<file path="src/rtl/asram_pkg.sv">
package asram_pkg;

   typedef enum logic [2:0] {
      PH_IDLE   = 3'd0,
      PH_SETUP  = 3'd1,
      PH_ACTIVE = 3'd2,
      PH_HOLD   = 3'd3,
      PH_DONE   = 3'd4
   } phase_e;

   typedef struct packed {
      logic ce_n;
      logic cs;
      logic we_n;
      logic oe_n;
      logic dq_oe;
   } pin_ctl_t;

   localparam pin_ctl_t PINS_PARKED = '{ce_n: 1'b1, cs: 1'b0, we_n: 1'b1,
                                         oe_n: 1'b1, dq_oe: 1'b0};

endpackage

</file>
<file path="src/rtl/asram_phase_fsm.sv">
module asram_phase_fsm
   import asram_pkg::*;
#(
   parameter int SETUP_CYC  = 1,
   parameter int ACCESS_CYC = 3,
   parameter int PULSE_CYC  = 2,
   parameter int HOLD_CYC   = 1
) (
   input  logic   clk,
   input  logic   rst_n,
   input  logic   start,
   input  logic   is_write,
   output phase_e phase_q,
   output phase_e phase_nxt,
   output logic   last_active
);

   localparam int MAX_AP  = (ACCESS_CYC > PULSE_CYC) ? ACCESS_CYC : PULSE_CYC;
   localparam int MAX_SH  = (SETUP_CYC > HOLD_CYC) ? SETUP_CYC : HOLD_CYC;
   localparam int MAX_ALL = (MAX_AP > MAX_SH) ? MAX_AP : MAX_SH;
   localparam int CNT_W   = (MAX_ALL > 1) ? $clog2(MAX_ALL) : 1;

   if (SETUP_CYC < 1)  begin : g_chk_setup  $error("SETUP_CYC must be at least 1");  end
   if (ACCESS_CYC < 1) begin : g_chk_access $error("ACCESS_CYC must be at least 1"); end
   if (PULSE_CYC < 1)  begin : g_chk_pulse  $error("PULSE_CYC must be at least 1");  end
   if (HOLD_CYC < 1)   begin : g_chk_hold   $error("HOLD_CYC must be at least 1");   end

   logic [CNT_W-1:0] cnt_q, cnt_nxt, active_load;

   if (ACCESS_CYC == PULSE_CYC) begin : g_load_shared
      assign active_load = CNT_W'(ACCESS_CYC - 1);
   end else begin : g_load_split
      assign active_load = is_write ? CNT_W'(PULSE_CYC - 1) : CNT_W'(ACCESS_CYC - 1);
   end

   always_comb begin
      phase_nxt = phase_q;
      cnt_nxt   = cnt_q;
      unique case (phase_q)
         PH_IDLE: if (start) begin
            phase_nxt = PH_SETUP;
            cnt_nxt   = CNT_W'(SETUP_CYC - 1);
         end
         PH_SETUP: if (cnt_q == '0) begin
            phase_nxt = PH_ACTIVE;
            cnt_nxt   = active_load;
         end else cnt_nxt = cnt_q - 1'b1;
         PH_ACTIVE: if (cnt_q == '0) begin
            phase_nxt = PH_HOLD;
            cnt_nxt   = CNT_W'(HOLD_CYC - 1);
         end else cnt_nxt = cnt_q - 1'b1;
         PH_HOLD: if (cnt_q == '0) phase_nxt = PH_DONE;
                  else cnt_nxt = cnt_q - 1'b1;
         PH_DONE: phase_nxt = PH_IDLE;
         default: phase_nxt = PH_IDLE;
      endcase
   end

   always_ff @(posedge clk or negedge rst_n) begin
      if (!rst_n) begin
         phase_q <= PH_IDLE;
         cnt_q   <= '0;
      end else begin
         phase_q <= phase_nxt;
         cnt_q   <= cnt_nxt;
      end
   end

   assign last_active = (phase_q == PH_ACTIVE) && (cnt_q == '0);

   // once an access leaves idle it must reach the done phase
   assert_done_follows_hold_R9: assert property (@(posedge clk) disable iff (!rst_n)
      (phase_q == PH_HOLD && cnt_q == '0) |=> (phase_q == PH_DONE));

endmodule

</file>
<file path="src/rtl/asram_pin_ctl.sv">
module asram_pin_ctl
   import asram_pkg::*;
#(
   parameter int ADDR_W = 17,
   parameter int DATA_W = 8
) (
   input  logic              clk,
   input  logic              rst_n,
   input  phase_e            phase_nxt,
   input  logic              wr_nxt,
   input  logic              accept,
   input  logic [ADDR_W-1:0] req_addr,
   input  logic [DATA_W-1:0] req_wdata,
   input  logic              capture,
   input  logic [DATA_W-1:0] dq_in,
   output pin_ctl_t          pins_q,
   output logic [ADDR_W-1:0] addr_q,
   output logic [DATA_W-1:0] wdata_q,
   output logic [DATA_W-1:0] rdata_q
);

   function automatic pin_ctl_t decode_pins(phase_e ph, logic wr);
      pin_ctl_t p;
      p = PINS_PARKED;
      unique case (ph)
         PH_SETUP: begin
            p.ce_n = 1'b0; p.cs = 1'b1;
            p.oe_n = wr;   p.dq_oe = wr;
         end
         PH_ACTIVE: begin
            p.ce_n = 1'b0; p.cs = 1'b1;
            p.oe_n = wr;   p.dq_oe = wr; p.we_n = ~wr;
         end
         PH_HOLD: begin
            p.ce_n = 1'b0; p.cs = 1'b1;
            p.dq_oe = wr;
         end
         default: p = PINS_PARKED;
      endcase
      return p;
   endfunction

   always_ff @(posedge clk or negedge rst_n) begin
      if (!rst_n) begin
         pins_q  <= PINS_PARKED;
         addr_q  <= '0;
         wdata_q <= '0;
         rdata_q <= '0;
      end else begin
         pins_q <= decode_pins(phase_nxt, wr_nxt);
         if (accept) begin
            addr_q  <= req_addr;
            wdata_q <= req_wdata;
         end
         if (capture) rdata_q <= dq_in;
      end
   end

   assert_no_contention_R6: assert property (@(posedge clk) disable iff (!rst_n)
      pins_q.dq_oe |-> pins_q.oe_n);

   assert_release_before_oe_R7: assert property (@(posedge clk) disable iff (!rst_n)
      $fell(pins_q.oe_n) |-> !$past(pins_q.dq_oe));

   assert_we_only_selected_R10: assert property (@(posedge clk) disable iff (!rst_n)
      !pins_q.we_n |-> (!pins_q.ce_n && pins_q.cs));

   assert_addr_still_in_pulse_R5: assert property (@(posedge clk) disable iff (!rst_n)
      (!pins_q.we_n && $past(!pins_q.we_n)) |-> $stable(addr_q));

endmodule

</file>
<file path="src/rtl/asram_ctrl.sv">
module asram_ctrl
   import asram_pkg::*;
#(
   parameter int ADDR_W     = 17,
   parameter int DATA_W     = 8,
   parameter int SETUP_CYC  = 1,
   parameter int ACCESS_CYC = 3,
   parameter int PULSE_CYC  = 2,
   parameter int HOLD_CYC   = 1
) (
   input  logic              clk,
   input  logic              rst_n,
   input  logic              req_valid,
   input  logic              req_write,
   input  logic [ADDR_W-1:0] req_addr,
   input  logic [DATA_W-1:0] req_wdata,
   output logic [DATA_W-1:0] rsp_rdata,
   output logic              rsp_done,
   output logic              busy,
   output logic [ADDR_W-1:0] mem_addr,
   output logic              mem_ce_n,
   output logic              mem_cs,
   output logic              mem_we_n,
   output logic              mem_oe_n,
   output logic [DATA_W-1:0] mem_dq_out,
   output logic              mem_dq_oe,
   input  logic [DATA_W-1:0] mem_dq_in
);

   if (ADDR_W < 1 || DATA_W < 1) begin : g_chk_width
      $error("ADDR_W and DATA_W must be positive");
   end

   phase_e   phase_q, phase_nxt;
   pin_ctl_t pins_q;
   logic     accept, wr_q, wr_nxt, last_active, capture;

   assign accept = req_valid && (phase_q == PH_IDLE);
   assign wr_nxt = accept ? req_write : wr_q;

   always_ff @(posedge clk or negedge rst_n) begin
      if (!rst_n)      wr_q <= 1'b0;
      else if (accept) wr_q <= req_write;
   end

   asram_phase_fsm #(
      .SETUP_CYC (SETUP_CYC),
      .ACCESS_CYC(ACCESS_CYC),
      .PULSE_CYC (PULSE_CYC),
      .HOLD_CYC  (HOLD_CYC)
   ) u_fsm (
      .clk        (clk),
      .rst_n      (rst_n),
      .start      (accept),
      .is_write   (wr_q),
      .phase_q    (phase_q),
      .phase_nxt  (phase_nxt),
      .last_active(last_active)
   );

   assign capture = last_active && !wr_q;

   asram_pin_ctl #(
      .ADDR_W(ADDR_W),
      .DATA_W(DATA_W)
   ) u_pins (
      .clk      (clk),
      .rst_n    (rst_n),
      .phase_nxt(phase_nxt),
      .wr_nxt   (wr_nxt),
      .accept   (accept),
      .req_addr (req_addr),
      .req_wdata(req_wdata),
      .capture  (capture),
      .dq_in    (mem_dq_in),
      .pins_q   (pins_q),
      .addr_q   (mem_addr),
      .wdata_q  (mem_dq_out),
      .rdata_q  (rsp_rdata)
   );

   assign mem_ce_n  = pins_q.ce_n;
   assign mem_cs    = pins_q.cs;
   assign mem_we_n  = pins_q.we_n;
   assign mem_oe_n  = pins_q.oe_n;
   assign mem_dq_oe = pins_q.dq_oe;
   assign busy      = (phase_q != PH_IDLE);
   assign rsp_done  = (phase_q == PH_DONE);

   assert_done_single_R9: assert property (@(posedge clk) disable iff (!rst_n)
      rsp_done |=> !rsp_done);

   assert_busy_holds_addr_R8: assert property (@(posedge clk) disable iff (!rst_n)
      busy |=> $stable(mem_addr));

   assert_capture_while_reading_R3: assert property (@(posedge clk) disable iff (!rst_n)
      capture |-> (!mem_oe_n && mem_we_n && !mem_ce_n));

   assert_rdata_kept_R11: assert property (@(posedge clk) disable iff (!rst_n)
      wr_q |=> $stable(rsp_rdata));

endmodule

</file>
<file path="config.mk">
export PLATFORM = sky130hd
export DESIGN_NAME = asram_ctrl
export DESIGN_NICKNAME = d
export VERILOG_FILES = /design/src/rtl/asram_pkg.sv /design/src/rtl/asram_phase_fsm.sv /design/src/rtl/asram_pin_ctl.sv /design/src/rtl/asram_ctrl.sv
export SDC_FILE = /design/constraint.sdc
export NUM_CORES = 1
export LEC_CHECK = 0
export BUFFER_PORTS_ARGS = -buffer_cell sky130_fd_sc_hd__buf_4
export CORE_ASPECT_RATIO = 0.5
export CORE_MARGIN = 2
export CORE_UTILIZATION = 51
export CTS_BUF_LIST = sky130_fd_sc_hd__clkbuf_4 sky130_fd_sc_hd__clkbuf_8 sky130_fd_sc_hd__clkbuf_16
export DETAILED_ROUTE_END_ITERATION = 7
export PLACE_DENSITY = 0.87
export SETUP_SLACK_MARGIN = 0.15
export SLEW_MARGIN = 20
export SYNTH_ARGS = -nofsm -noshare
export SYNTH_HDL_FRONTEND = slang
export SYNTH_SLANG_ARGS = --single-unit
</file>
<file path="constraint.sdc">
create_clock -name clk -period 3.9 [get_ports clk]
set_clock_uncertainty 0.2 [all_clocks]
set_input_delay 0.195 -clock clk [delete_from_list [all_inputs] [get_ports clk]]
set_output_delay 0.195 -clock clk [all_outputs]
set_load 0.01 [all_outputs]
</file>
; After elaboration in Yosys (flattened, before gate mapping)
; Index checks and enable logic that the tools add are counted.
[word_totals]
reg_bits = 44
wordCells = 49
out_inout_bits = 40
[op_classes]
muxes = 16
n_eq_ne = 9
reduce_logical = 11
n_bitwise = 1
addsub = 1
[ops]
columns = operator, n
row1 = $eq A3 B2 Y1 const B, 4
row2 = $mux W2, 6
row3 = $mux W3, 4
row4 = $pmux W3 S4, 1
row5 = $pmux W2 S4, 1
row6 = $eq A3 B1 Y1 const B, 2
row7 = $mux W1, 4
row8 = $ne A2 B2 Y1 const B, 2
row9 = $reduce_bool A4 Y1, 1
row10 = $eq A3 B3 Y1 const B, 1
row11 = $logic_and A1 B1 Y1, 3
row12 = $logic_not A3 Y1, 1
row13 = $reduce_and A3 Y1, 1
row14 = $reduce_bool A3 Y1, 1
row15 = $reduce_or A3 Y1, 1
row16 = $logic_not A2 Y1, 1
row17 = $reduce_or A2 Y1, 1
row18 = $sub A2 B1 Y2 const B, 1
row19 = $logic_not A1 Y1, 1
row20 = $not A1 Y1, 1

; Depth between registers and ports, before layout
[depth]
word_depth = 7
ltp_mapped = 7
ltp_nobuf = 6

; Hierarchy
; From an unflattened synthesis, not the netlist that was laid out.
[hier_totals]
cells_unflattened = 126
area_unflattened_um2 = 1918.1
[modules_own_cells]
columns = mod, area_each_um2, instances, seq_area_each_um2, cells_each
row1 = asram_pin_ctl, 1505.2, 1, 954.7, 82
row2 = asram_phase_fsm, 332.8, 1, 125.1, 38
row3 = asram_ctrl, 80.1, 1, 25.0, 6

; Worst setup path after synthesis
; No wires, ideal clock.
[synth_timing]
kind = register to register
from = register u_fsm.cnt_q[0]
to = register u_pins.rdata_q[0]
slack_ns = 1.927
required_ns = 3.575
synth_period_minus_slack_ns = 1.973
path_stages_with_launch = 6
n_path_buf = 1
arrival_ns = 1.648
cell_sequence = dfrtp_1 > inv_1 > ha_1 > clkbuf_1 > nor4b_4 > mux2_2
[synth_via]
elab_chain_cells = 3
[synth_lines]
columns = element, line_no
row1 = start: declaration, asram_phase_fsm.sv:28  ; logic [CNT_W-1:0] cnt_q, cnt_nxt, active_load;
row2 = start signal: assignment, asram_phase_fsm.sv:65  ; cnt_q <= cnt_nxt;
row3 = $logic_not A2 Y1, asram_phase_fsm.sv:69  ; assign last_active = (phase_q == PH_ACTIVE) && (cnt_q == '0);
row4 = $logic_and A1 B1 Y1, asram_phase_fsm.sv:69
row5 = $logic_and A1 B1 Y1, asram_ctrl.sv:61  ; assign capture = last_active && !wr_q;
row6 = end signal: assignment, asram_pin_ctl.sv:55  ; if (capture) rdata_q <= dq_in;
row7 = end: declaration, asram_pin_ctl.sv:19  ; output logic [DATA_W-1:0] rdata_q
; Every way passes these cells.
; A chain may end at the register's enable or synchronous reset.

; Final worst setup path
[layout_timing]
from = register u_fsm.phase_q[2]
to = register u_pins.pins_q[2] (netlist name)
[layout_via]
elab_chain_cells = 6
[layout_lines]
columns = element, line_no
row1 = start: declaration, asram_phase_fsm.sv:13  ; output phase_e phase_q,
row2 = start signal: assignment, asram_phase_fsm.sv:64  ; phase_q <= phase_nxt;
row3 = $logic_not A3 Y1, "asram_phase_fsm.sv:39, asram_ctrl.sv:38"
row4 = $logic_and A1 B1 Y1, asram_ctrl.sv:38  ; assign accept = req_valid && (phase_q == PH_IDLE);
row5 = $mux W3, asram_phase_fsm.sv:40  ; PH_IDLE: if (start) begin
row6 = $pmux W3 S4, asram_phase_fsm.sv:39  ; unique case (phase_q)
row7 = $eq A3 B2 Y1, asram_pin_ctl.sv:25  ; unique case (ph)
row8 = $mux W1 (*), asram_pin_ctl.sv:25
; Every way passes the cells marked *; elsewhere a longest branch is shown, timed or not.

==> summary.md <==
| Metric | Value |
|---|---|
| CP required | `between 3 and 4 ns` |
| Max frequency | `between 400 and 500 MHz` |
| FILL cells | `about 150` |
| Clock Path Buffers | `2` |
| H-tree depth | `2` |
| Yosys cell types | `30` |
| Gr usage total | `0.281` |
| Chip height | `between 40 and 50 um` |
| Seq. cell area | `roughly 0.0011 mm^2` |
| Final wirelength | `5.58 mm` |
| Max cap viols | `0` |
| Top_reg_cell synth | `dfrtp_1` |
| Cts bufs inserted | `5` |
| Initial antenna violation count | `0` |
| EDFF count, synth | `0` |
| Flop2flop setup slack | `approximately 1.6 ns` |
| CP endpoint kind | `flip-flop` |
| Syn_area_per_cell | `~14 um^2` |
| Max_slew headroom | `0.620` |
| Post-route clock period utilization | `0.585` |
| Largest net degree at the start of global routing | `45` |
| Share of cells above drive strength 1 | `0.508` |
| Pwr/cell area | `around 800 mW/mm^2` |
| RSZ-0062 raised after global routing | `no` |
| Vias in the first global route | `roughly 1600` |
| Final ANT Viol Nets | `0` |
| Die boundary width | `88.8 um` |
| DRC | `0` |
| Post-Syn Area | `0.00184 mm^2` |
| Delay-heaviest family, CP | `simple AND/OR/NAND/NOR gates` |
| Post-DR vias/cell | `5.19` |
| Critical Path Slowest Stage Cell | `dfrtp_1` |
| Post-Place Cells | `around 250` |
| CP cell instances | `or3_4, nor2_8, mux2i_1, or3_1` |
| Peak VDD IR | `about 0.46 mV` |
| Sequential element share of the synthesized area | `0.602` |
| Reg2reg path depth | `4` |
| PortBufs | `76` |
| Worst Path Arrival | `~2.3 ns` |
| Worst-path clk slew | `roughly 0.090 ns` |
| Cell leakage power | `1.35 nW` |
| Post-DP HPWL | `about 2.7 mm` |
| Final Non-Filler Cells | `around 300` |
| Asr flop ratio synth | `1.00` |
| GRT overflow | `0` |
| CTS tree | `yes` |
| Drt pass-1 iters | `4` |
| Synthesized flop and latch total | `44` |
| Cells after synthesis | `between 100 and 150` |
| First-pass GRT wire length | `between 8 and 9 mm` |
| Footprint of the multi-input gates | `approximately 670 um^2` |
| Buf+Inv Stages, Crit Path | `0` |
| Die ar. | `~0.0041 mm^2` |
| Clk sink count | `44` |
| Synth warn | `0` |
| Postcts setup bufs | `0` |
| I/O pin cnt | `77` |
| Worst hold path type | `input pin to async pin` |
| DR WL/cell | `~19 um` |
| Final Hold Viols | `0` |
| Diodes inserted | `0` |
| R2R Path Start | `u_fsm.phase_q[2]$_DFF_PN0_` |
| 1st-iter DRT viols | `75` |
| Setup CP Type | `flip-flop to flip-flop` |
| DR vias | `approximately 1500` |
| Initial core utilization | `0.534` |
| Max FO, Critical Path | `26` |
| Max incr delay on CP | `between 0.5 and 0.6 ns` |
| Clk_lat worst skew | `roughly 0.3 ns` |
| Max-slew violation count | `0` |
| Post-route minimum period | `between 2 and 2.5 ns` |
| CORE AREA | `between 0.003 and 0.004 mm^2` |
| Final GP Congestion | `a little over 0.8` |
| Syn Nets | `around 170` |
| Clock root cell | `clkbuf_8` |
| Status | `complete, no violations` |
| Placement Rows | `15` |
| Final net count | `approximately 280` |
| R2r endpoint | `u_pins.pins_q[2]$_DFF_PN1_` |
| Final Setup Violations | `0` |
| Worst slew pin tran | `about 0.57 ns` |
| Syn-to-layout area delta | `57.2%` |
| Setup_tns | `0 ns` |
| Critical Path Source Type | `flip-flop` |
==> kinds of logic (layout without fill, tap and decap cells) <==
| family | count (synthesis) | count (layout) | synth area share |
|---|---|---|---|
| flops | 44 | 44 | 0.602 |
| mux | 35 | 35 | 0.213 |
| simple gates | 24 | 24 | 0.0900 |
| buf+inv | 11 | 125 | 0.0307 |
| compound gates | 10 | 10 | 0.0389 |
| fa+ha+maj | 3 | 3 | 0.0205 |
| xor+xnor | 1 | 1 | 0.00477 |
==> sequential cells by signal, summed over array words and instances, names as in the netlist <==
signal,cells
u_fsm.phase_q,3
wr_q,1
u_fsm.cnt_q,2
u_pins.rdata_q,8
u_pins.addr_q,17
u_pins.pins_q,5
u_pins.wdata_q,8
==> synth_stat cells, types with 2 or more instances <==
library cell	count	area [um^2]
buf_4	2	15.0
a22o_1	2	17.5
nor2_1	5	18.8
nand3b_1	2	15.0
nand2b_1	4	25.0
o21ai_0	3	15.0
inv_1	5	18.8
mux2i_1	2	20.0
dfstp_2	3	78.8
dfrtp_1	41	1030
ha_1	3	37.5
nand2_1	4	15.0
mux2_2	33	372
clkbuf_1	3	11.3
==> power breakdown <==
group	internal (mW)	switching [mW]
Sequential	0.694	0.185
Clock	0.127	0.172
Combinational	0.594	0.494
Total	1.42	0.851
==> through the flow <==
| step | power, mW | hold slack, ns | cell area [um^2] | setup WS, ns | utilization |
|---|---|---|---|---|---|
| final | 2.27 | 0.217 | 2890 | 1.62 | 0.840 |
| after CTS | 2.18 | 0.00135 | 2880 | 1.66 | 0.837 |
| after global placement | 1.81 | 0.0129 | 2430 | 1.76 | 0.708 |
| after global routing | 2.38 | 0.275 | 2890 | 1.53 | 0.840 |
| after detailed placement | 1.86 | 0.0181 | 2430 | 1.66 | 0.708 |
| after floorplan | 1.41 | -0.301 | 1840 | 1.93 | - |
==> what timing repair did <==
item                      4_1_cts  5_1_grt
gates resized for setup         0        0
hold endpoints to repair       75        1
hold buffers                   35        1
==> area by class of cell <==
type | instances | area share
multi-input combinational | 73 | 0.234
sequential | 44 | 0.383
clock inverter | 3 | 0.00824
tap | 51 | 0.0221
inverter | 5 | 0.00650
timing repair buffer | 112 | 0.323
clock buffer | 5 | 0.0239
==> how the worst max path moves through the flow <==
stage                                     to  slack [ns]  cells past startpoint                  startpoint
2_1_floorplan  u_pins.rdata_q[0]$_DFFE_PN0P_        1.93                      5  u_fsm.cnt_q[0]$_DFFE_PN0P_
3_3_place_gp      u_pins.pins_q[2]$_DFF_PN1_        1.76                      4  u_fsm.phase_q[2]$_DFF_PN0_
3_5_place_dp      u_pins.pins_q[2]$_DFF_PN1_        1.66                      4  u_fsm.phase_q[2]$_DFF_PN0_
4_1_cts           u_pins.pins_q[2]$_DFF_PN1_        1.66                      4  u_fsm.phase_q[2]$_DFF_PN0_
5_1_grt           u_pins.pins_q[2]$_DFF_PN1_        1.53                      4  u_fsm.phase_q[2]$_DFF_PN0_
6_report          u_pins.pins_q[2]$_DFF_PN1_        1.62                      4  u_fsm.phase_q[2]$_DFF_PN0_
==> cells in the final DEF (no fill, tap or decap), types with 4 or more instances in the layout <==
cell type and instances:
buf_4 76, clkbuf_8 5, dfrtp_1 41, dlygate4sd3_1 36, inv_1 5, mux2_2 33, nand2_1 4, nand2b_1 4
nor2_1 5
==> metal layers <==
| metal | share of wire | track usage | vias up |
|---|---|---|---|
| met5 | 0 | 0 | - |
| met4 | 0.038 | 0.155 | 0 |
| met3 | 0.047 | 0.0591 | 21 |
| met2 | 0.54 | 0.530 | 64 |
| met1 | 0.38 | 0.304 | 766 |
| li1 | - | - | 669 |
Power figures use the tool's default switching activity.
